File: src/rtl/bp_pkg.sv
package bp_pkg;

  typedef enum logic [1:0] {
    CTR_SNT = 2'b00,
    CTR_WNT = 2'b01,
    CTR_WT  = 2'b10,
    CTR_ST  = 2'b11
  } ctr_e;

  localparam logic [1:0] CTR_RESET = CTR_WNT;

  // one saturating training step
  function automatic logic [1:0] ctr_train(input logic [1:0] cur, input logic taken);
    logic [1:0] nxt;
    if (taken) nxt = (cur == CTR_ST)  ? cur : cur + 2'd1;
    else       nxt = (cur == CTR_SNT) ? cur : cur - 2'd1;
    return nxt;
  endfunction

  function automatic logic ctr_dir(input logic [1:0] cur);
    return cur[1];
  endfunction

endpackage

File: src/rtl/bp_ctr_table.sv
module bp_ctr_table #(
  parameter int IDX_W = 6
) (
  input  logic             clk,
  input  logic             rst_n,
  input  logic [IDX_W-1:0] rd_idx,
  output logic [1:0]       rd_ctr,
  input  logic             wr_en,
  input  logic [IDX_W-1:0] wr_idx,
  input  logic             wr_taken
);
  import bp_pkg::*;

  localparam int DEPTH = 1 << IDX_W;

  logic [1:0] ctr_q [DEPTH];
  logic [1:0] wr_old_w;
  logic [1:0] wr_new_w;

  assign wr_old_w = ctr_q[wr_idx];
  assign wr_new_w = ctr_train(wr_old_w, wr_taken);
  assign rd_ctr   = ctr_q[rd_idx];

  for (genvar g = 0; g < DEPTH; g++) begin : g_ctr
    always_ff @(posedge clk or negedge rst_n) begin
      if (!rst_n)                           ctr_q[g] <= CTR_RESET;
      else if (wr_en && wr_idx == IDX_W'(g)) ctr_q[g] <= wr_new_w;
    end
  end

  // a taken step moves up by one or stays saturated at 11
  a_r3_up_step: assert property (@(posedge clk) disable iff (!rst_n)
    wr_en && wr_taken |=>
      (ctr_q[$past(wr_idx)] == $past(wr_old_w) + 2'd1) ||
      ($past(wr_old_w) == 2'b11 && ctr_q[$past(wr_idx)] == 2'b11));

  // a not-taken step moves down by one or stays saturated at 00
  a_r5_down_step: assert property (@(posedge clk) disable iff (!rst_n)
    wr_en && !wr_taken |=>
      (ctr_q[$past(wr_idx)] == $past(wr_old_w) - 2'd1) ||
      ($past(wr_old_w) == 2'b00 && ctr_q[$past(wr_idx)] == 2'b00));

endmodule

File: src/rtl/bp_tgt_buf.sv
module bp_tgt_buf #(
  parameter int IDX_W = 6,
  parameter int TAG_W = 24,
  parameter int PC_W  = 32
) (
  input  logic             clk,
  input  logic             rst_n,
  input  logic [IDX_W-1:0] rd_idx,
  input  logic [TAG_W-1:0] rd_tag,
  output logic             rd_hit,
  output logic [PC_W-1:0]  rd_target,
  input  logic             wr_valid,
  input  logic             wr_taken,
  input  logic [IDX_W-1:0] wr_idx,
  input  logic [TAG_W-1:0] wr_tag,
  input  logic [PC_W-1:0]  wr_target
);
  localparam int DEPTH = 1 << IDX_W;

  logic             vld_q [DEPTH];
  logic [TAG_W-1:0] tag_q [DEPTH];
  logic [PC_W-1:0]  tgt_q [DEPTH];
  logic             alloc_w;

  assign alloc_w   = wr_valid && wr_taken;
  assign rd_hit    = vld_q[rd_idx] && (tag_q[rd_idx] == rd_tag);
  assign rd_target = tgt_q[rd_idx];

  always_ff @(posedge clk or negedge rst_n) begin
    if (!rst_n) begin
      for (int i = 0; i < DEPTH; i++) vld_q[i] <= 1'b0;
    end else if (alloc_w) begin
      vld_q[wr_idx] <= 1'b1;
    end
  end

  always_ff @(posedge clk) begin
    if (alloc_w) begin
      tag_q[wr_idx] <= wr_tag;
      tgt_q[wr_idx] <= wr_target;
    end
  end

  // a taken step leaves a valid entry holding its tag and target
  a_r6_alloc: assert property (@(posedge clk) disable iff (!rst_n)
    wr_valid && wr_taken |=>
      vld_q[$past(wr_idx)] && tag_q[$past(wr_idx)] == $past(wr_tag) &&
      tgt_q[$past(wr_idx)] == $past(wr_target));

  // a not-taken step leaves the entry as it was
  a_r7_nt_keep: assert property (@(posedge clk) disable iff (!rst_n)
    wr_valid && !wr_taken |=>
      vld_q[$past(wr_idx)] == $past(vld_q[wr_idx]) &&
      tag_q[$past(wr_idx)] == $past(tag_q[wr_idx]) &&
      tgt_q[$past(wr_idx)] == $past(tgt_q[wr_idx]));

endmodule

File: src/rtl/bp_fetch_predictor.sv
module bp_fetch_predictor #(
  parameter int PC_W  = 32,
  parameter int IDX_W = 6
) (
  input  logic            clk,
  input  logic            rst_n,
  input  logic [PC_W-1:0] fetch_pc,
  output logic            pred_taken,
  output logic            btb_hit,
  output logic [PC_W-1:0] next_pc,
  input  logic            upd_valid,
  input  logic [PC_W-1:2] upd_pc,
  input  logic            upd_taken,
  input  logic [PC_W-1:0] upd_target
);
  import bp_pkg::*;

  localparam int TAG_W = PC_W - IDX_W - 2;
  localparam int TAG_LO = IDX_W + 2;

  function automatic logic [PC_W-1:0] pick_next(input logic hit, input logic taken,
                                                input logic [PC_W-1:0] seq,
                                                input logic [PC_W-1:0] tgt);
    return (hit && taken) ? tgt : seq;
  endfunction

  logic [IDX_W-1:0] fetch_idx_w;
  logic [TAG_W-1:0] fetch_tag_w;
  logic [IDX_W-1:0] upd_idx_w;
  logic [TAG_W-1:0] upd_tag_w;
  logic [1:0]       fetch_ctr_w;
  logic             taken_w;
  logic             hit_w;
  logic [PC_W-1:0]  tgt_w;
  logic [PC_W-1:0]  seq_pc_w;

  assign fetch_idx_w = fetch_pc[TAG_LO-1:2];
  assign fetch_tag_w = fetch_pc[PC_W-1:TAG_LO];
  assign upd_idx_w   = upd_pc[TAG_LO-1:2];
  assign upd_tag_w   = upd_pc[PC_W-1:TAG_LO];
  assign seq_pc_w    = fetch_pc + PC_W'(4);

  bp_ctr_table #(.IDX_W(IDX_W)) u_ctr (
    .clk      (clk),
    .rst_n    (rst_n),
    .rd_idx   (fetch_idx_w),
    .rd_ctr   (fetch_ctr_w),
    .wr_en    (upd_valid),
    .wr_idx   (upd_idx_w),
    .wr_taken (upd_taken)
  );

  bp_tgt_buf #(.IDX_W(IDX_W), .TAG_W(TAG_W), .PC_W(PC_W)) u_btb (
    .clk       (clk),
    .rst_n     (rst_n),
    .rd_idx    (fetch_idx_w),
    .rd_tag    (fetch_tag_w),
    .rd_hit    (hit_w),
    .rd_target (tgt_w),
    .wr_valid  (upd_valid),
    .wr_taken  (upd_taken),
    .wr_idx    (upd_idx_w),
    .wr_tag    (upd_tag_w),
    .wr_target (upd_target)
  );

  assign taken_w    = ctr_dir(fetch_ctr_w);
  assign pred_taken = taken_w;
  assign btb_hit    = hit_w;
  assign next_pc    = pick_next(hit_w, taken_w, seq_pc_w, tgt_w);

  // without a taken hit, fetch goes on sequentially
  a_r9_sequential: assert property (@(posedge clk) disable iff (!rst_n)
    !(btb_hit && pred_taken) |-> next_pc == fetch_pc + PC_W'(4));

  // a taken hit redirects to the stored target
  a_r9_redirect: assert property (@(posedge clk) disable iff (!rst_n)
    btb_hit && pred_taken |-> next_pc == tgt_w);

endmodule

File: config.mk
export PLATFORM = sky130hd
export DESIGN_NAME = bp_fetch_predictor
export DESIGN_NICKNAME = d
export VERILOG_FILES = /design/src/rtl/bp_pkg.sv /design/src/rtl/bp_ctr_table.sv /design/src/rtl/bp_tgt_buf.sv /design/src/rtl/bp_fetch_predictor.sv
export SDC_FILE = /design/constraint.sdc
export NUM_CORES = 2
export LEC_CHECK = 0
export ABC_AREA = 1
export CAP_MARGIN = 5
export CORE_MARGIN = 4
export CORE_UTILIZATION = 50
export DETAILED_ROUTE_END_ITERATION = 16
export GPL_ROUTABILITY_DRIVEN = 1
export MAX_ROUTING_LAYER = met4
export PLACE_DENSITY_LB_ADDON = 0.1
export SLEW_MARGIN = 30
export SYNTH_ARGS = -nofsm -noshare
export SYNTH_HDL_FRONTEND = slang
export SYNTH_SLANG_ARGS = --single-unit
File: constraint.sdc
create_clock -name clk -period 4.8 [get_ports clk]
set_input_delay 0.96 -clock clk [delete_from_list [all_inputs] [get_ports clk]]
set_output_delay 0.96 -clock clk [all_outputs]
set_load 0.03 [all_outputs]
## Word-level counts from Yosys, hierarchy flattened

Memories as Yosys holds them, arrays and structs flattened.
Index checks and enable logic that the tools add are counted.

- Add/subtract/negate cells: 3
- $lt $le $gt $ge: 3
- Eq/ne operators: 65
- Multiplexer cells: 17
- Bitwise logic cells: 3
- Reduce and logical (&&, ||, !) cells: 70

Operators by type and width:

| cell | number |
|---|---|
| 6-bit equality test, second input constant | 32 |
| 6-bit by 5-bit equality test with 1-bit output, second input constant | 16 |
| 1-bit logical AND | 68 |
| 64-bit OR | 1 |
| 6-bit by 4-bit equality test with 1-bit output, second input constant | 8 |
| 32-bit by 3-bit adder with 32-bit output, second input constant | 1 |
| 32-bit 2-to-1 mux | 1 |
| 2-bit binary-select mux with 6-bit select | 2 |
| 24-bit equality test | 1 |
| 6-bit by 3-bit equality test with 1-bit output, second input constant | 4 |
| 7-bit >= comparator, second input constant | 2 |
| 2-bit 2-to-1 mux | 7 |
| 6-bit NOT with 7-bit output | 2 |
| 6-bit by 2-bit equality test with 1-bit output, second input constant | 2 |
| 7-bit by 1-bit less-than comparator with 1-bit output, second input constant | 1 |
| 1-bit binary-select mux with 6-bit select | 1 |
| 1-bit demux with 6-bit select | 1 |
| 6-bit by 1-bit equality test with 1-bit output, second input constant | 1 |
| 6-bit zero test | 1 |
| 1-bit 2-to-1 mux | 5 |
| 2-bit by 1-bit adder with 2-bit output, second input constant | 1 |
| 2-bit equality test, second input constant | 1 |
| 2-bit zero test | 1 |
| 2-bit by 1-bit subtractor with 2-bit output, second input constant | 1 |

- Bits in registers: 192
- RAM bits: 3,584
- Input port bits: 98
- Word-level logic and storage cells: 291
- Memories: 2

Memories:

| name | depth | width | read ports | clocked after memory_dff | wr ports | RTL line | RTL |
|---|---|---|---|---|---|---|---|
| u_btb.tgt_q | 64 | 32 | 1 | 0 | 1 | bp_tgt_buf.sv:22 | `logic [PC_W-1:0] tgt_q [DEPTH];` |
| u_btb.tag_q | 64 | 24 | 1 | 0 | 1 | bp_tgt_buf.sv:21 | `logic [TAG_W-1:0] tag_q [DEPTH];` |

## Longest topological paths before layout

- Depth in word-level cells: 7
- Depth in mapped cells: 27

## Hierarchy

From an unflattened synthesis, not the netlist that was laid out.

- Cell total of the unflattened synthesis: 12,844
- Area total of the unflattened synthesis: 153,956.4 sq um

By module, submodules not included:

| module | times used | cells each | area an instance (sq um) |
|---|---|---|---|
| bp_tgt_buf | 1 | 11,288 | 144,608.7 |
| bp_ctr_table | 1 | 1,284 | 8,145.3 |
| bp_fetch_predictor | 1 | 272 | 1,202.4 |

## Worst setup path before layout

No wires, ideal clock.

- Path kind: input port to flip-flop
- Start: input upd_pc[2] (netlist bit)
- End: memory u_btb.tag_q[17][0], enable pin
- Arrival: 4.341 ns
- Data required time: 4.330 ns
- Slack: -0.011 ns
- Stages: 6
- Buffers on the path: 2
- Path through: inv_1 -> nor2_1 -> clkbuf_1 -> nand2_1 -> clkbuf_1 -> nor2_1

RTL lines:

| element | RTL line | RTL |
|---|---|---|
| start, declared | bp_fetch_predictor.sv:12 | `input logic [PC_W-1:2] upd_pc,` |
| end, declared | bp_tgt_buf.sv:21 |  |

No word-level cell before the write port.

## Worst setup path in the final report

- Start: input fetch_pc[2]
- End: output next_pc[8]

- Word-level cells in the longest chain between the ends: 7
- Elaborated cells between the ends (all ways): 14
- Classes of those cells: add/sub (1); eq/ne (1); mux (7); bitwise (1); reduce/logical (2); memory (2)

RTL lines:

| element | RTL line | RTL |
|---|---|---|
| start, declared | bp_fetch_predictor.sv:7 | `input logic [PC_W-1:0] fetch_pc,` |
| parallel branches: the longest is 6 deep, another holds memory read 64 x 24 bit | -- |  |
| 32-bit 2-to-1 mux (*) | bp_fetch_predictor.sv:24 | `return (hit && taken) ? tgt : seq;` |
| end, declared | bp_fetch_predictor.sv:10 | `output logic [PC_W-1:0] next_pc,` |

Every way passes the cells marked *. The select of a mux whose other input is x is not followed.

==> metrics.csv <==
stage,metric,value,unit
run_status,status,"complete, but fails checks",
run_status,failing checks,negative setup slack,
sta,minimum clock period,4970,ps
routing,drt total wl,552000,um
sta,highest achievable clock rate,201,MHz
synth,Synth Register Bits,3776,
synth,top cell type's share of synthesized area,0.701,
clock_tree,H-tree Lvls,5,
global_route,met3 global-route usage,0.0558,
global_route,global-route usage over all layers,0.350,
die,core footprint,306000,um2
synth,post-synthesis cell type count,51,
routing,DRT Pass-1 Iters,6,
worst_setup_path,CP startpoint kind,input pin,
worst_setup_path,WS Path Type,in2out,
job,max-cap violations,0,
place,I/O Buffers,131,
layout,Layout Area Growth over Synthesis,19.8,%
place,RD Place Congestion,0.955,
sta,final worst slack,-169,ps
routing,DRT antenna net count,0,
layout,share of cells above drive strength 1,0.156,
synth,"Top FF cell, synth",edfxtp_1,
synth,post-synth top area cell,edfxtp_1,
sta,Slew headroom,0.307,
global_route,number of global-route vias before repair,102359,
layout,FILL cells,23874,
routing,Post-route DRC,0,
synth,Mapped Cells,12760,
routing,Via Count,109711,
clock_tree,Root Buffer,clkbuf_16,
min_path,min-delay worst type,in2async,
sta,worst slew pin tran,1040,ps
place,Post-Place Cells,17019,
pwr,Leak Pwr,65.2,nW
worst_setup_path,Crit. End Element,output port,
worst_setup_path,"Slowest-stage cell, CP",o21ai_0,
worst_setup_path,crit path DAT,4010,ps
global_route,met2 GRT Util,0.541,
pwr,maximum vdd drop,0.329,mV
synth,"Avg Cell Area, Syn",12.0,um2
place,hpwl dp,303000,um
synth,YS warnings,0,
sta,"Slew Viols, Final",0,
place,dpl cell area,167000,um2
synth,Post-synth EDFFs,3584,
clock_tree,CTS Hold Bufs,0,
layout,"commonest non-fill, non-tap cell in the layout",edfxtp_1,
clock_tree,CTS tree,yes,
die,die height,562,um
synth,Post-Syn Area,153000,um2
sta,Fin. Hold Viols,0,
layout,final core utilization,0.601,
sta,final setup violating endpoints,33,
global_route,gr ovfl total,0,
die,initial core utilization,0.502,
die,Site Rows,203,
sta,hold_ws,54.2,ps
sta,RSZ-0062 raised after global routing,yes,
die,die width,562,um
pwr,Pwr Density,392,nW/um2
clock_tree,TritonCTS Buffers,391,
clock_tree,clk sinks,3776,
routing,Initial DRC Count,15518,
routing,Wirelength per Cell,30.8,um
die,die area,316000,um2
global_route,pin count of the biggest net entering global routing,129,
clock_tree,CTS max path bufs,4,
global_route,initial antenna violation count,30,
worst_setup_path,slowest cell delay on critical path,210,ps
global_route,"Most Used Layer, Global Route",met2,
global_route,global-route wire length before repair,770000,um
clock_tree,CTS clock-pin slew for the worst setup and hold paths,60,ps
worst_setup_path,sequence of cells on the critical path,buf_16 > clkinv_16 > buf_16 > buf_4 > o21ai_0 > nand3_2 > nand3_1 > nand2_1 > nand2_1 > nand2_2 > buf_12 > inv_4 > buf_4 > nand3_1 > nand2_1 > nand4_1 > nor2_2 > nand3_4 > buf_12 > buf_6 > buf_16 > o21ai_4 > buf_12,
sta,final period utilization,1.04,
sta,Setup Skew,19.9,ps
layout,"commonest non-fill, non-tap cells in the layout","3584 x edfxtp_1, 2051 x nor2_1, 1876 x nand2_1, 1490 x o21ai_0, 643 x buf_4",
synth,ys async rst share,0.0508,
die,io pins,132,
layout,Finished Cell Area,184000,um2
worst_setup_path,CP required,3840,ps
clock_tree,clk_lat worst skew,950,ps
global_route,M1 GR Usage,0.454,
synth,register area share after synthesis,0.733,
synth,synth top area cells,"edfxtp_1 70%, nor2_1 5.3%, o21ai_0 5.2%, nand2_1 4.9%, nand3_1 2.2%",
synth,Mapped Nets,12859,
worst_setup_path,worst-path maximum fanout,19,
layout,Nets,13580,
routing,Via-to-Cell Ratio,6.13,
layout,fin cells,17900,
[worst paths after layout]
| check | start | endpoint | slack [ps] | cells past startpoint |
|---|---|---|---|---|
| worst max-delay path | fetch_pc[2] | next_pc[8] | -170 | 23 |
| worst min-delay path | rst_n | u_ctr.ctr_q[69] | 50 | 1 |
| worst max register to register | u_ctr.ctr_q[49] | u_ctr.ctr_q[39] | 2240 | 11 |
| worst min register to register | u_btb.vld_q[6] | u_btb.vld_q[6] | 460 | 2 |
| max in group asynchronous | rst_n | u_btb.vld_q[11] | 3820 | 2 |
| min in group clk | u_btb.vld_q[6] | u_btb.vld_q[6] | 460 | 2 |
[state kept, by name (all words and copies together) (netlist names)]
| signal | count |
|---|---|
| u_ctr.ctr_q | 128 |
| u_btb.vld_q | 64 |
| u_btb.tag_q | 1536 |
| u_btb.tgt_q | 2048 |
[cells by family (layout without fill, tap and decap cells)]
logic type      after synthesis  after routing  share of synthesized area
simple gates               4932           4932                      0.128
flops                      3776           3776                      0.733
compound gates             2649           2649                     0.0988
buf+inv                    1367           2390                     0.0375
xor+xnor                     27             27                    0.00154
mux                           8              8                   0.000522
fa+ha+maj                     1              1                  0.0000815
other cells                   0             17                          0
[report_power, final]
| group | leakage, nW | switching (mW) | internal [mW] | total, mW |
|---|---|---|---|---|
| sequential | 34.4 | 0.177 | 36.5 | 36.7 |
| combinational | 24.8 | 3.95 | 2.06 | 6.01 |
| clock | 5.96 | 12.9 | 16.5 | 29.4 |
| total | 65.2 | 17.0 | 55.1 | 72.1 |
[per-stage QoR]
stage                     TNS [ps]  worst slack, ps  power [mW]
after floorplan              -5040            -11.2        39.9
after CTS                     -200            -48.7        72.1
after global routing         -5610             -236        74.1
after global placement      -24840            -1010        42.6
final                        -2940             -169        72.1
after detailed placement    -23230             -988        42.7
[worst max-delay path: cells and delay by family]
family / cells / cell delay [ps]
and+or+nand+nor: 10 / 970
AOI/OAI and AO/OA: 2 / 370
buffers and inverters: 11 / 1600
[cells in the mapped netlist (all sizes together) (2+ instances only)]
| cell | instances |
|---|---|
| nor4 | 2 |
| inv | 542 |
| a221oi | 15 |
| and3 | 3 |
| a22oi | 39 |
| o22ai | 336 |
| mux2i | 8 |
| or2 | 44 |
| dfrtp | 128 |
| a21oi | 215 |
| a32o | 7 |
| clkinv | 3 |
| nand2 | 1990 |
| dfstp | 64 |
| xor2 | 27 |
| nand3 | 685 |
| a211oi | 3 |
| nor3 | 13 |
| a31oi | 53 |
| nand4 | 28 |
| buf | 366 |
| o211ai | 132 |
| o21a | 5 |
| o221ai | 209 |
| nand3b | 2 |
| edfxtp | 3584 |
| o21ai | 1630 |
| nor2 | 2164 |
| clkbuf | 456 |
[layer usage]
layer,up-vias,routed length (um),part of all wire
met3,1327,53600,0.097
met5,-,0,0
met2,6552,258000,0.47
met1,54742,207000,0.38
met4,0,32800,0.059
li1,47090,-,-
[layout make-up]
cell class                      instances  area, um2  area share
Antenna cell                           17       42.5    0.000232
Clock buffer                          482      10400      0.0564
Clock inverter                        213       1830     0.00997
Inverter                              545       2140      0.0117
Multi-Input combinational cell       7617      37000       0.201
Sequential cell                      3776     113000       0.612
Tap cell                             4100       5130      0.0279
Timing Repair Buffer                 1146      14700      0.0800
Timing Repair inverter                  4       67.6    0.000368
[timing repair]
action / 4_1_cts / 5_1_grt
pin swaps: 102 / 106
gates cloned: 50 / 7
resized for setup: 445 / 209
endpoints found under the hold margin: 0 / 0
setup buffers: 99 / 18
endpoints found under the setup margin: 33 / 33
Note: power is estimated with default switching activity, not from simulation.
